==> src/rtl/rtc3w_pkg.sv <==
`timescale 1ns/1ps
package rtc3w_pkg;
   // Number of timekeeping registers moved by a burst
   localparam int NREG = 8;

   // Operation codes on req_op
   localparam logic [1:0] OP_READ = 2'b00;
   localparam logic [1:0] OP_SET  = 2'b01;
   localparam logic [1:0] OP_PROT = 2'b10;

   // Command bytes; bit 0 selects a read
   localparam logic [7:0] CMD_BURST_WR = 8'hBE;
   localparam logic [7:0] CMD_BURST_RD = 8'hBF;
   localparam logic [7:0] CMD_PROT_WR  = 8'h8E;

   localparam logic [7:0] PROT_SET = 8'h80;
   localparam logic [7:0] PROT_CLR = 8'h00;

   // Kind of a single framed transaction
   typedef enum logic [1:0] {
      K_RD = 2'd0,
      K_WR = 2'd1,
      K_PW = 2'd2
   } rtc3w_kind_e;
endpackage

==> src/rtl/rtc3w_tick.sv <==
`timescale 1ns/1ps
module rtc3w_tick #(
   parameter int HALF_CYC = 125
) (
   input  logic clk,
   input  logic rst_n,
   input  logic run,
   output logic tick
);
   localparam int CW = (HALF_CYC > 1) ? $clog2(HALF_CYC) : 1;
   localparam logic [CW-1:0] LAST = CW'(HALF_CYC - 1);

   logic [CW-1:0] cnt;

   always_ff @(posedge clk or negedge rst_n) begin
      if (!rst_n)           cnt <= '0;
      else if (!run)        cnt <= '0;
      else if (cnt == LAST) cnt <= '0;
      else                  cnt <= cnt + 1'b1;
   end

   assign tick = run && (cnt == LAST);
endmodule

==> src/rtl/rtc3w_sanity.sv <==
`timescale 1ns/1ps
module rtc3w_sanity
   import rtc3w_pkg::*;
(
   input  logic [8*NREG-1:0] bank,
   output logic              bad
);
   // Bits that a healthy device always returns as zero, per register slot
   localparam logic [8*NREG-1:0] ZERO_MASK = {
      8'h7F,   // write-protect
      8'h00,   // year
      8'hF8,   // weekday
      8'hE0,   // month
      8'hC0,   // day of month
      8'h40,   // hours
      8'h80,   // minutes
      8'h00    // seconds
   };

   logic stray_bits;
   logic zero_field;

   assign stray_bits = |(bank & ZERO_MASK);
   assign zero_field = (bank[31:24] == 8'h00) || (bank[39:32] == 8'h00) ||
                       (bank[47:40] == 8'h00);
   assign bad = stray_bits || zero_field;
endmodule

==> src/rtl/rtc3w_engine.sv <==
`timescale 1ns/1ps
module rtc3w_engine
   import rtc3w_pkg::*;
#(
   parameter int HALF_CYC     = 125,
   parameter int SETUP_HALVES = 4,
   parameter int HOLD_HALVES  = 4
) (
   input  logic                  clk,
   input  logic                  rst_n,
   input  logic                  go,
   input  rtc3w_kind_e           kind,
   input  logic [8*(NREG-1)-1:0] wbank,
   input  logic [7:0]            pval,
   input  logic                  sdi,
   output logic                  link_en,
   output logic                  sclk,
   output logic                  sdo,
   output logic                  sdo_oe,
   output logic                  rx_wr,
   output logic [2:0]            rx_idx,
   output logic [7:0]            rx_byte,
   output logic                  fin
);
   localparam int GMAX = (SETUP_HALVES > HOLD_HALVES) ? SETUP_HALVES : HOLD_HALVES;
   localparam int GW   = $clog2(GMAX + 1);
   localparam logic [GW-1:0] SETUP_LAST = GW'(SETUP_HALVES - 1);
   localparam logic [GW-1:0] HOLD_LAST  = GW'(HOLD_HALVES - 1);

   typedef enum logic [2:0] {E_IDLE, E_PREP, E_SETUP, E_SHIFT, E_HOLD} est_e;

   est_e        st;
   rtc3w_kind_e kd;
   logic [3:0]  byte_idx;
   logic [2:0]  bit_idx;
   logic [GW-1:0] gcnt;
   logic [7:0]  rx_sh;
   logic [7:0]  rx_nxt;
   logic [7:0]  tx_byte;
   logic [3:0]  last_byte;
   logic        capture;
   logic        run;
   logic        tick;

   assign run = (st == E_SETUP) || (st == E_SHIFT) || (st == E_HOLD);

   rtc3w_tick #(.HALF_CYC(HALF_CYC)) u_tick (
      .clk  (clk),
      .rst_n(rst_n),
      .run  (run),
      .tick (tick)
   );

   always_comb begin
      if (byte_idx == 4'd0) begin
         case (kd)
            K_RD:    tx_byte = CMD_BURST_RD;
            K_WR:    tx_byte = CMD_BURST_WR;
            default: tx_byte = CMD_PROT_WR;
         endcase
      end else if (kd == K_PW) begin
         tx_byte = pval;
      end else if (byte_idx == 4'(NREG)) begin
         tx_byte = PROT_SET;
      end else begin
         tx_byte = wbank[(int'(byte_idx) - 1) * 8 +: 8];
      end
   end

   always_comb begin
      rx_nxt          = rx_sh;
      rx_nxt[bit_idx] = sdi;
   end

   assign last_byte = (kd == K_PW) ? 4'd1 : 4'(NREG);
   assign capture   = (kd == K_RD) && (byte_idx != 4'd0);
   assign sdo       = sdo_oe & tx_byte[bit_idx];

   always_ff @(posedge clk or negedge rst_n) begin
      if (!rst_n) begin
         st       <= E_IDLE;
         kd       <= K_RD;
         link_en  <= 1'b0;
         sclk     <= 1'b0;
         sdo_oe   <= 1'b0;
         byte_idx <= '0;
         bit_idx  <= '0;
         gcnt     <= '0;
         rx_sh    <= '0;
         rx_wr    <= 1'b0;
         rx_idx   <= '0;
         rx_byte  <= '0;
         fin      <= 1'b0;
      end else begin
         rx_wr <= 1'b0;
         fin   <= 1'b0;
         case (st)
            E_IDLE: begin
               if (go) begin
                  kd       <= kind;
                  st       <= E_PREP;
                  sdo_oe   <= 1'b1;
                  sclk     <= 1'b0;
                  byte_idx <= '0;
                  bit_idx  <= '0;
                  gcnt     <= '0;
               end
            end
            E_PREP: begin
               st      <= E_SETUP;
               link_en <= 1'b1;
            end
            E_SETUP: begin
               if (tick) begin
                  if (gcnt == SETUP_LAST) begin
                     st   <= E_SHIFT;
                     sclk <= 1'b1;
                     gcnt <= '0;
                  end else begin
                     gcnt <= gcnt + 1'b1;
                  end
               end
            end
            E_SHIFT: begin
               if (tick) begin
                  if (!sclk) begin
                     sclk <= 1'b1;
                  end else begin
                     sclk <= 1'b0;
                     if (capture) begin
                        rx_sh <= rx_nxt;
                        if (bit_idx == 3'd7) begin
                           rx_wr   <= 1'b1;
                           rx_idx  <= 3'(byte_idx - 4'd1);
                           rx_byte <= rx_nxt;
                        end
                     end
                     if (bit_idx == 3'd7) begin
                        bit_idx <= '0;
                        if (byte_idx == last_byte) begin
                           st      <= E_HOLD;
                           link_en <= 1'b0;
                        end else begin
                           byte_idx <= byte_idx + 4'd1;
                        end
                        if (byte_idx == 4'd0 && kd == K_RD) sdo_oe <= 1'b0;
                     end else begin
                        bit_idx <= bit_idx + 3'd1;
                     end
                  end
               end
            end
            E_HOLD: begin
               if (tick) begin
                  if (gcnt == HOLD_LAST) begin
                     st     <= E_IDLE;
                     fin    <= 1'b1;
                     sdo_oe <= 1'b0;
                     gcnt   <= '0;
                  end else begin
                     gcnt <= gcnt + 1'b1;
                  end
               end
            end
            default: st <= E_IDLE;
         endcase
      end
   end


   sclk_idle_chk: assert property (@(posedge clk) disable iff (!rst_n)
      !link_en |-> !sclk);


   sdo_hold_chk: assert property (@(posedge clk) disable iff (!rst_n)
      sclk |-> ($stable(sdo) && $stable(sdo_oe)));


   sclk_tick_chk: assert property (@(posedge clk) disable iff (!rst_n)
      !$stable(sclk) |-> $past(tick));


   oe_first_chk: assert property (@(posedge clk) disable iff (!rst_n)
      $rose(link_en) |-> (sdo_oe && !sclk));
endmodule

==> src/rtl/rtc3w_master.sv <==
`timescale 1ns/1ps
module rtc3w_master
   import rtc3w_pkg::*;
#(
   parameter int HALF_CYC     = 125,
   parameter int SETUP_HALVES = 4,
   parameter int HOLD_HALVES  = 4
) (
   input  logic        clk,
   input  logic        rst_n,
   input  logic        req_valid,
   input  logic [1:0]  req_op,
   input  logic [63:0] wr_bank,
   output logic [63:0] rd_bank,
   output logic        busy,
   output logic        done,
   output logic        err,
   output logic        rtc_ce,
   output logic        sclk,
   output logic        sdo,
   output logic        sdo_oe,
   input  logic        sdi
);
   localparam int BANK_W = 8 * NREG;
   localparam int WB_W   = 8 * (NREG - 1);

   initial begin : p_param_chk
      assert (HALF_CYC >= 1)     else $error("HALF_CYC must be at least 1");
      assert (SETUP_HALVES >= 1) else $error("SETUP_HALVES must be at least 1");
      assert (HOLD_HALVES >= 1)  else $error("HOLD_HALVES must be at least 1");
      assert (BANK_W == 64)      else $error("bank width must be 64 bits");
   end

   typedef enum logic {T_IDLE, T_RUN} tst_e;

   tst_e        st;
   rtc3w_kind_e kind_q;
   logic [1:0]  op_q;
   logic [WB_W-1:0] bank_q;
   logic [7:0]  pval_q;
   logic        pend_burst;
   logic        go;
   logic        op_ok;
   logic        fin;
   logic        rx_wr;
   logic [2:0]  rx_idx;
   logic [7:0]  rx_byte;
   logic        bad;

   assign op_ok = (req_op == OP_READ) || (req_op == OP_SET) || (req_op == OP_PROT);

   rtc3w_engine #(
      .HALF_CYC    (HALF_CYC),
      .SETUP_HALVES(SETUP_HALVES),
      .HOLD_HALVES (HOLD_HALVES)
   ) u_engine (
      .clk     (clk),
      .rst_n   (rst_n),
      .go      (go),
      .kind    (kind_q),
      .wbank   (bank_q),
      .pval    (pval_q),
      .sdi     (sdi),
      .link_en (rtc_ce),
      .sclk    (sclk),
      .sdo     (sdo),
      .sdo_oe  (sdo_oe),
      .rx_wr   (rx_wr),
      .rx_idx  (rx_idx),
      .rx_byte (rx_byte),
      .fin     (fin)
   );

   rtc3w_sanity u_sanity (
      .bank(rd_bank),
      .bad (bad)
   );

   for (genvar g = 0; g < NREG; g++) begin : g_slot
      logic [7:0] q;
      always_ff @(posedge clk or negedge rst_n) begin
         if (!rst_n)                            q <= '0;
         else if (rx_wr && rx_idx == 3'(g))     q <= rx_byte;
      end
      assign rd_bank[8*g +: 8] = q;
   end

   always_ff @(posedge clk or negedge rst_n) begin
      if (!rst_n) begin
         st         <= T_IDLE;
         kind_q     <= K_RD;
         op_q       <= OP_READ;
         bank_q     <= '0;
         pval_q     <= '0;
         pend_burst <= 1'b0;
         go         <= 1'b0;
         busy       <= 1'b0;
         done       <= 1'b0;
         err        <= 1'b0;
      end else begin
         go   <= 1'b0;
         done <= 1'b0;
         case (st)
            T_IDLE: begin
               if (req_valid && op_ok) begin
                  st     <= T_RUN;
                  busy   <= 1'b1;
                  go     <= 1'b1;
                  op_q   <= req_op;
                  bank_q <= wr_bank[WB_W-1:0];
                  case (req_op)
                     OP_READ: begin
                        kind_q     <= K_RD;
                        pend_burst <= 1'b0;
                     end
                     OP_SET: begin
                        kind_q     <= K_PW;
                        pval_q     <= PROT_CLR;
                        pend_burst <= 1'b1;
                     end
                     default: begin
                        kind_q     <= K_PW;
                        pval_q     <= wr_bank[63:56];
                        pend_burst <= 1'b0;
                     end
                  endcase
               end
            end
            T_RUN: begin
               if (fin) begin
                  if (pend_burst) begin
                     pend_burst <= 1'b0;
                     kind_q     <= K_WR;
                     go         <= 1'b1;
                  end else begin
                     st   <= T_IDLE;
                     busy <= 1'b0;
                     done <= 1'b1;
                     err  <= (op_q == OP_READ) && bad;
                  end
               end
            end
            default: st <= T_IDLE;
         endcase
      end
   end


   done_idle_chk: assert property (@(posedge clk) disable iff (!rst_n)
      done |-> !busy);


   done_pulse_chk: assert property (@(posedge clk) disable iff (!rst_n)
      done |=> !done);


   ce_quiet_busy_chk: assert property (@(posedge clk) disable iff (!rst_n)
      $fell(rtc_ce) |=> busy);


   no_start_idle_chk: assert property (@(posedge clk) disable iff (!rst_n)
      (!busy && !(req_valid && op_ok)) |=> !busy);
endmodule

==> config.mk <==
export PLATFORM = sky130hd
export DESIGN_NAME = rtc3w_master
export DESIGN_NICKNAME = d
export VERILOG_FILES = /design/src/rtl/rtc3w_pkg.sv /design/src/rtl/rtc3w_tick.sv /design/src/rtl/rtc3w_sanity.sv /design/src/rtl/rtc3w_engine.sv /design/src/rtl/rtc3w_master.sv
export SDC_FILE = /design/constraint.sdc
export NUM_CORES = 1
export LEC_CHECK = 0
export CAP_MARGIN = 10
export CORE_MARGIN = 1.5
export CORE_UTILIZATION = 63
export CTS_CLUSTER_SIZE = 30
export DETAILED_ROUTE_END_ITERATION = 10
export DONT_BUFFER_PORTS = 1
export PLACE_DENSITY = 0.79
export SYNTH_ARGS = -nofsm -noshare
export SYNTH_HDL_FRONTEND = slang
export SYNTH_SLANG_ARGS = --single-unit
==> constraint.sdc <==
create_clock -name clk -period 3.7 [get_ports clk]
set_clock_uncertainty 0.05 [all_clocks]
set_input_delay 0.74 -clock clk [delete_from_list [all_inputs] [get_ports clk]]
set_output_delay 0.74 -clock clk [all_outputs]
set_load 0.03 [all_outputs]
Word level (Yosys, flattened, before mapping)
Index checks and enable logic that the tools add are counted.
{ "word_totals": {"reg_bits": 184, "input_bits": 70, "wordCells": 221} }
{ "classes": {"muxes": 86, "shift": 1, "add_sub_neg": 6, "eq_ne": 36, "n_reduce_logical": 54, "magnitude_cmp": 2, "n_bitwise": 4} }
{ "op_table": {"columns": ["cell", "n"], "rows": [
  ["$shiftx A56 B32 Y8", 1],
  ["$mux W3", 15],
  ["$mux W1", 39],
  ["$logic_not A8 Y1", 3],
  ["$mux W4", 6],
  ["$mux W8", 3],
  ["$reduce_or A19 Y1", 1],
  ["$eq A3 B3 Y1 const B", 6],
  ["$ne A2 B2 Y1 const B", 9],
  ["$pmux W8 S2", 1],
  ["$eq A3 B2 Y1 const B", 5],
  ["$pmux W3 S5", 1],
  ["$reduce_and A3 Y1", 5],
  ["$reduce_and A5 Y1", 3],
  ["$logic_and A1 B1 Y1", 14],
  ["$mux W7", 2],
  ["$ne A2 B1 Y1 const B", 7],
  ["$pmux W3 S2", 2],
  ["$pmux W6 S2", 1],
  ["$pmux W1 S2", 5],
  ["$reduce_and A9 Y1", 1],
  ["$bwmux W8", 1],
  ["$mux W2", 4],
  ["$pmux W4 S2", 1],
  ["31 further kinds", 53]
]} }

Depth between registers and ports, before layout
{ "logic_depth": {"ltp_word": 8, "mapped_depth": 12, "depth_no_buf": 8} }

Cells and area by module
Synthesis repeated with hierarchy kept, for this count alone.
{ "hier_totals": {"hier_cells": 665, "hier_area_um2": 8513.2} }
{ "modules_own_cells": {"columns": ["mod", "n_inst", "seq_area_each_um2", "cells_each", "area_each_um2"], "rows": [
  ["rtc3w_master", 1, 3453.3, 313, 5283.8],
  ["rtc3w_engine", 1, 975.9, 304, 2788.9],
  ["rtc3w_tick", 1, 175.2, 36, 349.1],
  ["rtc3w_sanity", 1, 0.0, 12, 91.3]
]} }

Least setup slack after synthesis
No wires, ideal clock.
{ "synth_path": {"kind": "flip-flop to output port", "start": "reg u_engine.byte_idx[0]", "end": "out sdo", "path_stages_with_launch": 12, "arrival_time_ps": 2634, "n_path_buf": 3, "t_required_ps": 2910, "slack_ps": 276, "path_cell_list": "dfrtp_1 -> buf_2 -> buf_2 -> inv_1 -> ha_1 -> buf_2 -> nor2b_1 -> a221o_1 -> o21ai_0 -> a221oi_2 -> nor4_1 -> a211oi_2"} }
{ "synth_between": {"elab_chain_len": 8} }
{ "synth_lines": {"columns": ["element", "line", "text"], "rows": [
  ["start, declared", "rtc3w_engine.sv:34", "logic [3:0] byte_idx;"],
  ["start signal, assigned", "rtc3w_engine.sv:144", "byte_idx <= byte_idx + 4'd1;"],
  ["$sub A4 B1 Y5", "rtc3w_engine.sv:66", "tx_byte = wbank[(int'(byte_idx) - 1) * 8 +: 8];"],
  ["$shiftx A56 B32 Y8", "rtc3w_engine.sv:66", null],
  ["$mux W8", "rtc3w_engine.sv:63", "end else if (byte_idx == 4'(NREG)) begin"],
  ["$mux W8", "rtc3w_engine.sv:61", "end else if (kd == K_PW) begin"],
  ["$mux W8 (*)", "rtc3w_engine.sv:55", "if (byte_idx == 4'd0) begin"],
  ["$bmux W1 S3 (*)", "rtc3w_engine.sv:77", "assign sdo = sdo_oe & tx_byte[bit_idx];"],
  ["$mux W1 (implied by the code) (*)", "rtc3w_engine.sv:77", null],
  ["$and A1 B1 Y1 (*)", "rtc3w_engine.sv:77", null],
  ["end, declared", "rtc3w_master.sv:20", "output logic sdo,"]
]} }
Mark *: on every way between the ends. The rest lies on a longest branch, timed or not. The select of a mux whose other input is x is not followed.

Worst setup path in the final report
{ "layout_path": {"start": "reg u_engine.byte_idx[1]", "end": "out sdo"} }
The elaborated chain is that of the path after synthesis.

==> results by group <==
STA
  • Max frequency: 279 MHz
  • Slew headroom: 25.1%
  • Final Hold Fails: 184
  • Slew Viols, Final: 0
  • Least-Margin Pin Slew: 1120 ps
  • TNS Setup: 0 ps
  • Hold slack: -61.5 ps
  • Unrepaired setup endpoints after global routing: no
  • Crit path time final: 3590 ps
  • Setup-failing EPs final: 0
  • Fin crit share: 96.9%

Synth
  • Commonest register cell after synthesis: dfrtp_1
  • Synth Warn #: 0
  • Avg Inst Size Synth: 10.7 µm²
  • Synth cell types: 54
  • Seq/Total Area, Yosys: 55.8%
  • Synth Net Count: 851
  • Fraction of registers with async set/reset: 100%
  • Synthesis-stage register bit count: 184
  • Post-synth EDFFs: 0
  • Netlist Area Pre-Place: around 0.0082 mm²
  • Mapped Cells: 774

Setup path
  • Reg2reg start: u_engine.st[0]
  • Crit-path cells: inv_1 -> ha_4 -> buf_4 -> mux2_2 -> a221o_1 -> o21ai_0 -> o221ai_1 -> nand4_1 -> a211oi_2 -> buf_4
  • Reg2reg end: u_engine.rx_idx[1]
  • Largest stage delay, worst path: approximately 400 ps
  • Top Family by Delay on Critical Path: compound AO/OA/AOI/OAI gates
  • Slowest CP cell: dfrtp_2
  • WS Path Type: flop to output pin
  • WP data required: about 2900 ps
  • Critical Path Start Type: flop
  • Reg2reg path depth: 6
  • Internal reg-to-reg setup slack: ~920 ps
  • Buf/Inv on CP: 3
  • Crit path capture type: output pin
  • CP Max Fanout: 8
  • Most frequent CP cell: buf_4
  • CP arrival: 2800 ps

Placement
  • Placed Instances: 915
  • Detailed Place HPWL: around 13 mm
  • GP Congestion: 0.862
  • Port Buffers: 0

Clock tree
  • CTS tree: yes
  • Total CTS buffers: 17
  • H-tree depth: 4
  • CTS Buffer Depth: 2
  • Clock root buffer: clkbuf_16
  • Clk_lat worst skew: 440 ps
  • Clock-pin slew on the worst setup and hold paths: 70 ps
  • Clock Sinks: 184

Final layout
  • Area growth syn-to-layout: 9.93%
  • Share of layout cells above drive strength 1: 18.5%
  • Register area: 0.00461 mm²
  • Multi-input gate area: 0.00347 mm²
  • Antenna cells: 0
  • Core Util, Final: 71.3%
  • Most frequent cells in the layout: nand2_1, dfrtp_1, mux2_2, nor2_1, o21ai_0
  • Nets: 844
  • Commonest non-fill, non-tap cell in the layout: nand2_1
  • Layout fillers: 925
  • Finished Layout Cells: about 950

Floorplanning
  • Core Rows: 41
  • Ports: approximately 140
  • Die H: 117 µm
  • Die area: 0.0138 mm²
  • Die Width: approximately 120 µm
  • Core area: 0.0127 mm²
  • Initial Utilization: 64.8%

Drt
  • Post-route ant nets: 0
  • Drt first pass iters: 5
  • Avg WL per Cell: roughly 20 µm
  • Via count: 5744
  • # DRC: 0
  • Avg Vias per Cell: 6.03
  • Initial DRC Count: 428
  • Drt total wl: 18.6 mm

Power
  • VDD IR max: 0.371 mV
  • Lkg Pwr: 4.49 nW
  • Cell Pwr Density: 468 mW/mm²

Status
  • Status: finished with violations
  • Failing checks: negative hold slack

Global routing
  • Vias in the first global route: 5865
  • First-pass GRT wire length: 30.7 mm
  • GR Overflow Total: 0
  • Global Route Usage Sum: 28.8%
  • Antenna violations before repair: 0
  • Largest net degree at the start of global routing: 185

Hold path
  • Hold crit path type: input port to async pin

Job
  • Max-Cap Viols: 0
==> worst max path at each step <==
stage	start	to	slack (ps)	cells after the start
after floorplan	u_engine.byte_idx[0]	sdo	280	11
after global placement	u_engine.byte_idx[1]	sdo	220	9
after detailed placement	u_engine.byte_idx[1]	sdo	210	9
after CTS	u_engine.byte_idx[1]	sdo	4	10
after global routing	u_engine.byte_idx[1]	sdo	0.2	10
final	u_engine.byte_idx[1]	sdo	110	10
==> layer usage <==
layer,vias to the layer above,GRT usage (%),part of all wire (%)
li1,2650,-,-
met1,2867,35.2,41
met2,192,47.8,50
met3,35,9.39,6.8
met4,0,11.3,2.5
met5,-,0,0
==> synth_stat cells (6+ instances only) <==
cell      instances  share of area [%]
mux4_2            6                1.6
nand4_1           7               0.53
clkbuf_1         22                1.0
nand2b_1          7               0.53
o21ai_0          24                1.5
inv_1            13               0.59
nand2_1         219                 10
a22o_1            8               0.85
nor2b_1           6               0.46
nor2_1           33                1.5
nand3_1          19                1.2
nor3_1           12               0.73
mux2i_1          17                2.1
a21oi_1          10               0.61
nor4_1            8               0.61
mux2_2           77                 11
dfrtp_1         184                 56
buf_2            14               0.85
xor2_1            6               0.64
o211ai_1          6               0.55
ha_1              7                1.1
==> state kept, by name (all words and copies together) (netlist names), 2 cells and up <==
name                 cells
g_slot.q                64
bank_q                  56
pval_q                   8
u_engine.rx_byte         8
u_engine.rx_sh           8
u_engine.u_tick.cnt      7
u_engine.byte_idx        4
u_engine.bit_idx         3
u_engine.gcnt            3
u_engine.rx_idx          3
u_engine.st              3
kind_q                   2
op_q                     2
u_engine.kd              2
==> layout make-up <==
type                       count  share of cell area (%)
multi-input combinational    538                    38.3
sequential                   184                    50.8
clock inverter                15                    2.08
timing repair buffer          13                    1.21
clock buffer                  17                    4.69
inverter                      13                   0.538
tap                          172                    2.37
==> repair_timing <==
item                       CTS  global route
hold endpoints to repair   184           184
resized for setup            4             2
setup endpoints to repair    1             1
buffers inserted             0             5
pin swaps                    0             1
==> worst reg2reg max path: stages (launching register included) <==
cell and delay, ps:
dfrtp_1 700, nand3b_1 410, nor2_1 170, and4_1 480
nand2_1 500, nand2_1 210, o21ai_0 100
==> stage by stage <==
step | worst slack, ps | power, mW | cell area [µm²] | hold WS [ps]
after floorplan | 276 | 2.35 | 8250 | 385
final | 114 | 4.24 | 9070 | -61.5
after global placement | 217 | 2.40 | 8370 | 397
after detailed placement | 213 | 2.41 | 8370 | 398
after global routing | 0.243 | 4.39 | 9070 | -83.3
after CTS | 4.19 | 4.28 | 9010 | -80.9
==> power breakdown <==
part | internal [mW] | switching, mW | total, mW | leakage [nW]
clock | 1.02 | 0.838 | 1.86 | 0.298
sequential | 2.14 | 0.0863 | 2.22 | 2.36
combinational | 0.0788 | 0.0765 | 0.155 | 1.83
==> logic make-up after synthesis <==
kind of cell,after synthesis,share of synthesized area (%)
AO/OA/AOI/OAI,83,7.04
XOR/XNOR,11,1.26
adder cells (fa/ha/maj),7,1.06
buffers and inverters,52,2.58
flip-flops,184,55.8
multiplexers,100,14.2
AND/OR/NAND/NOR,337,18.0
(Power assumes the default switching activity.)
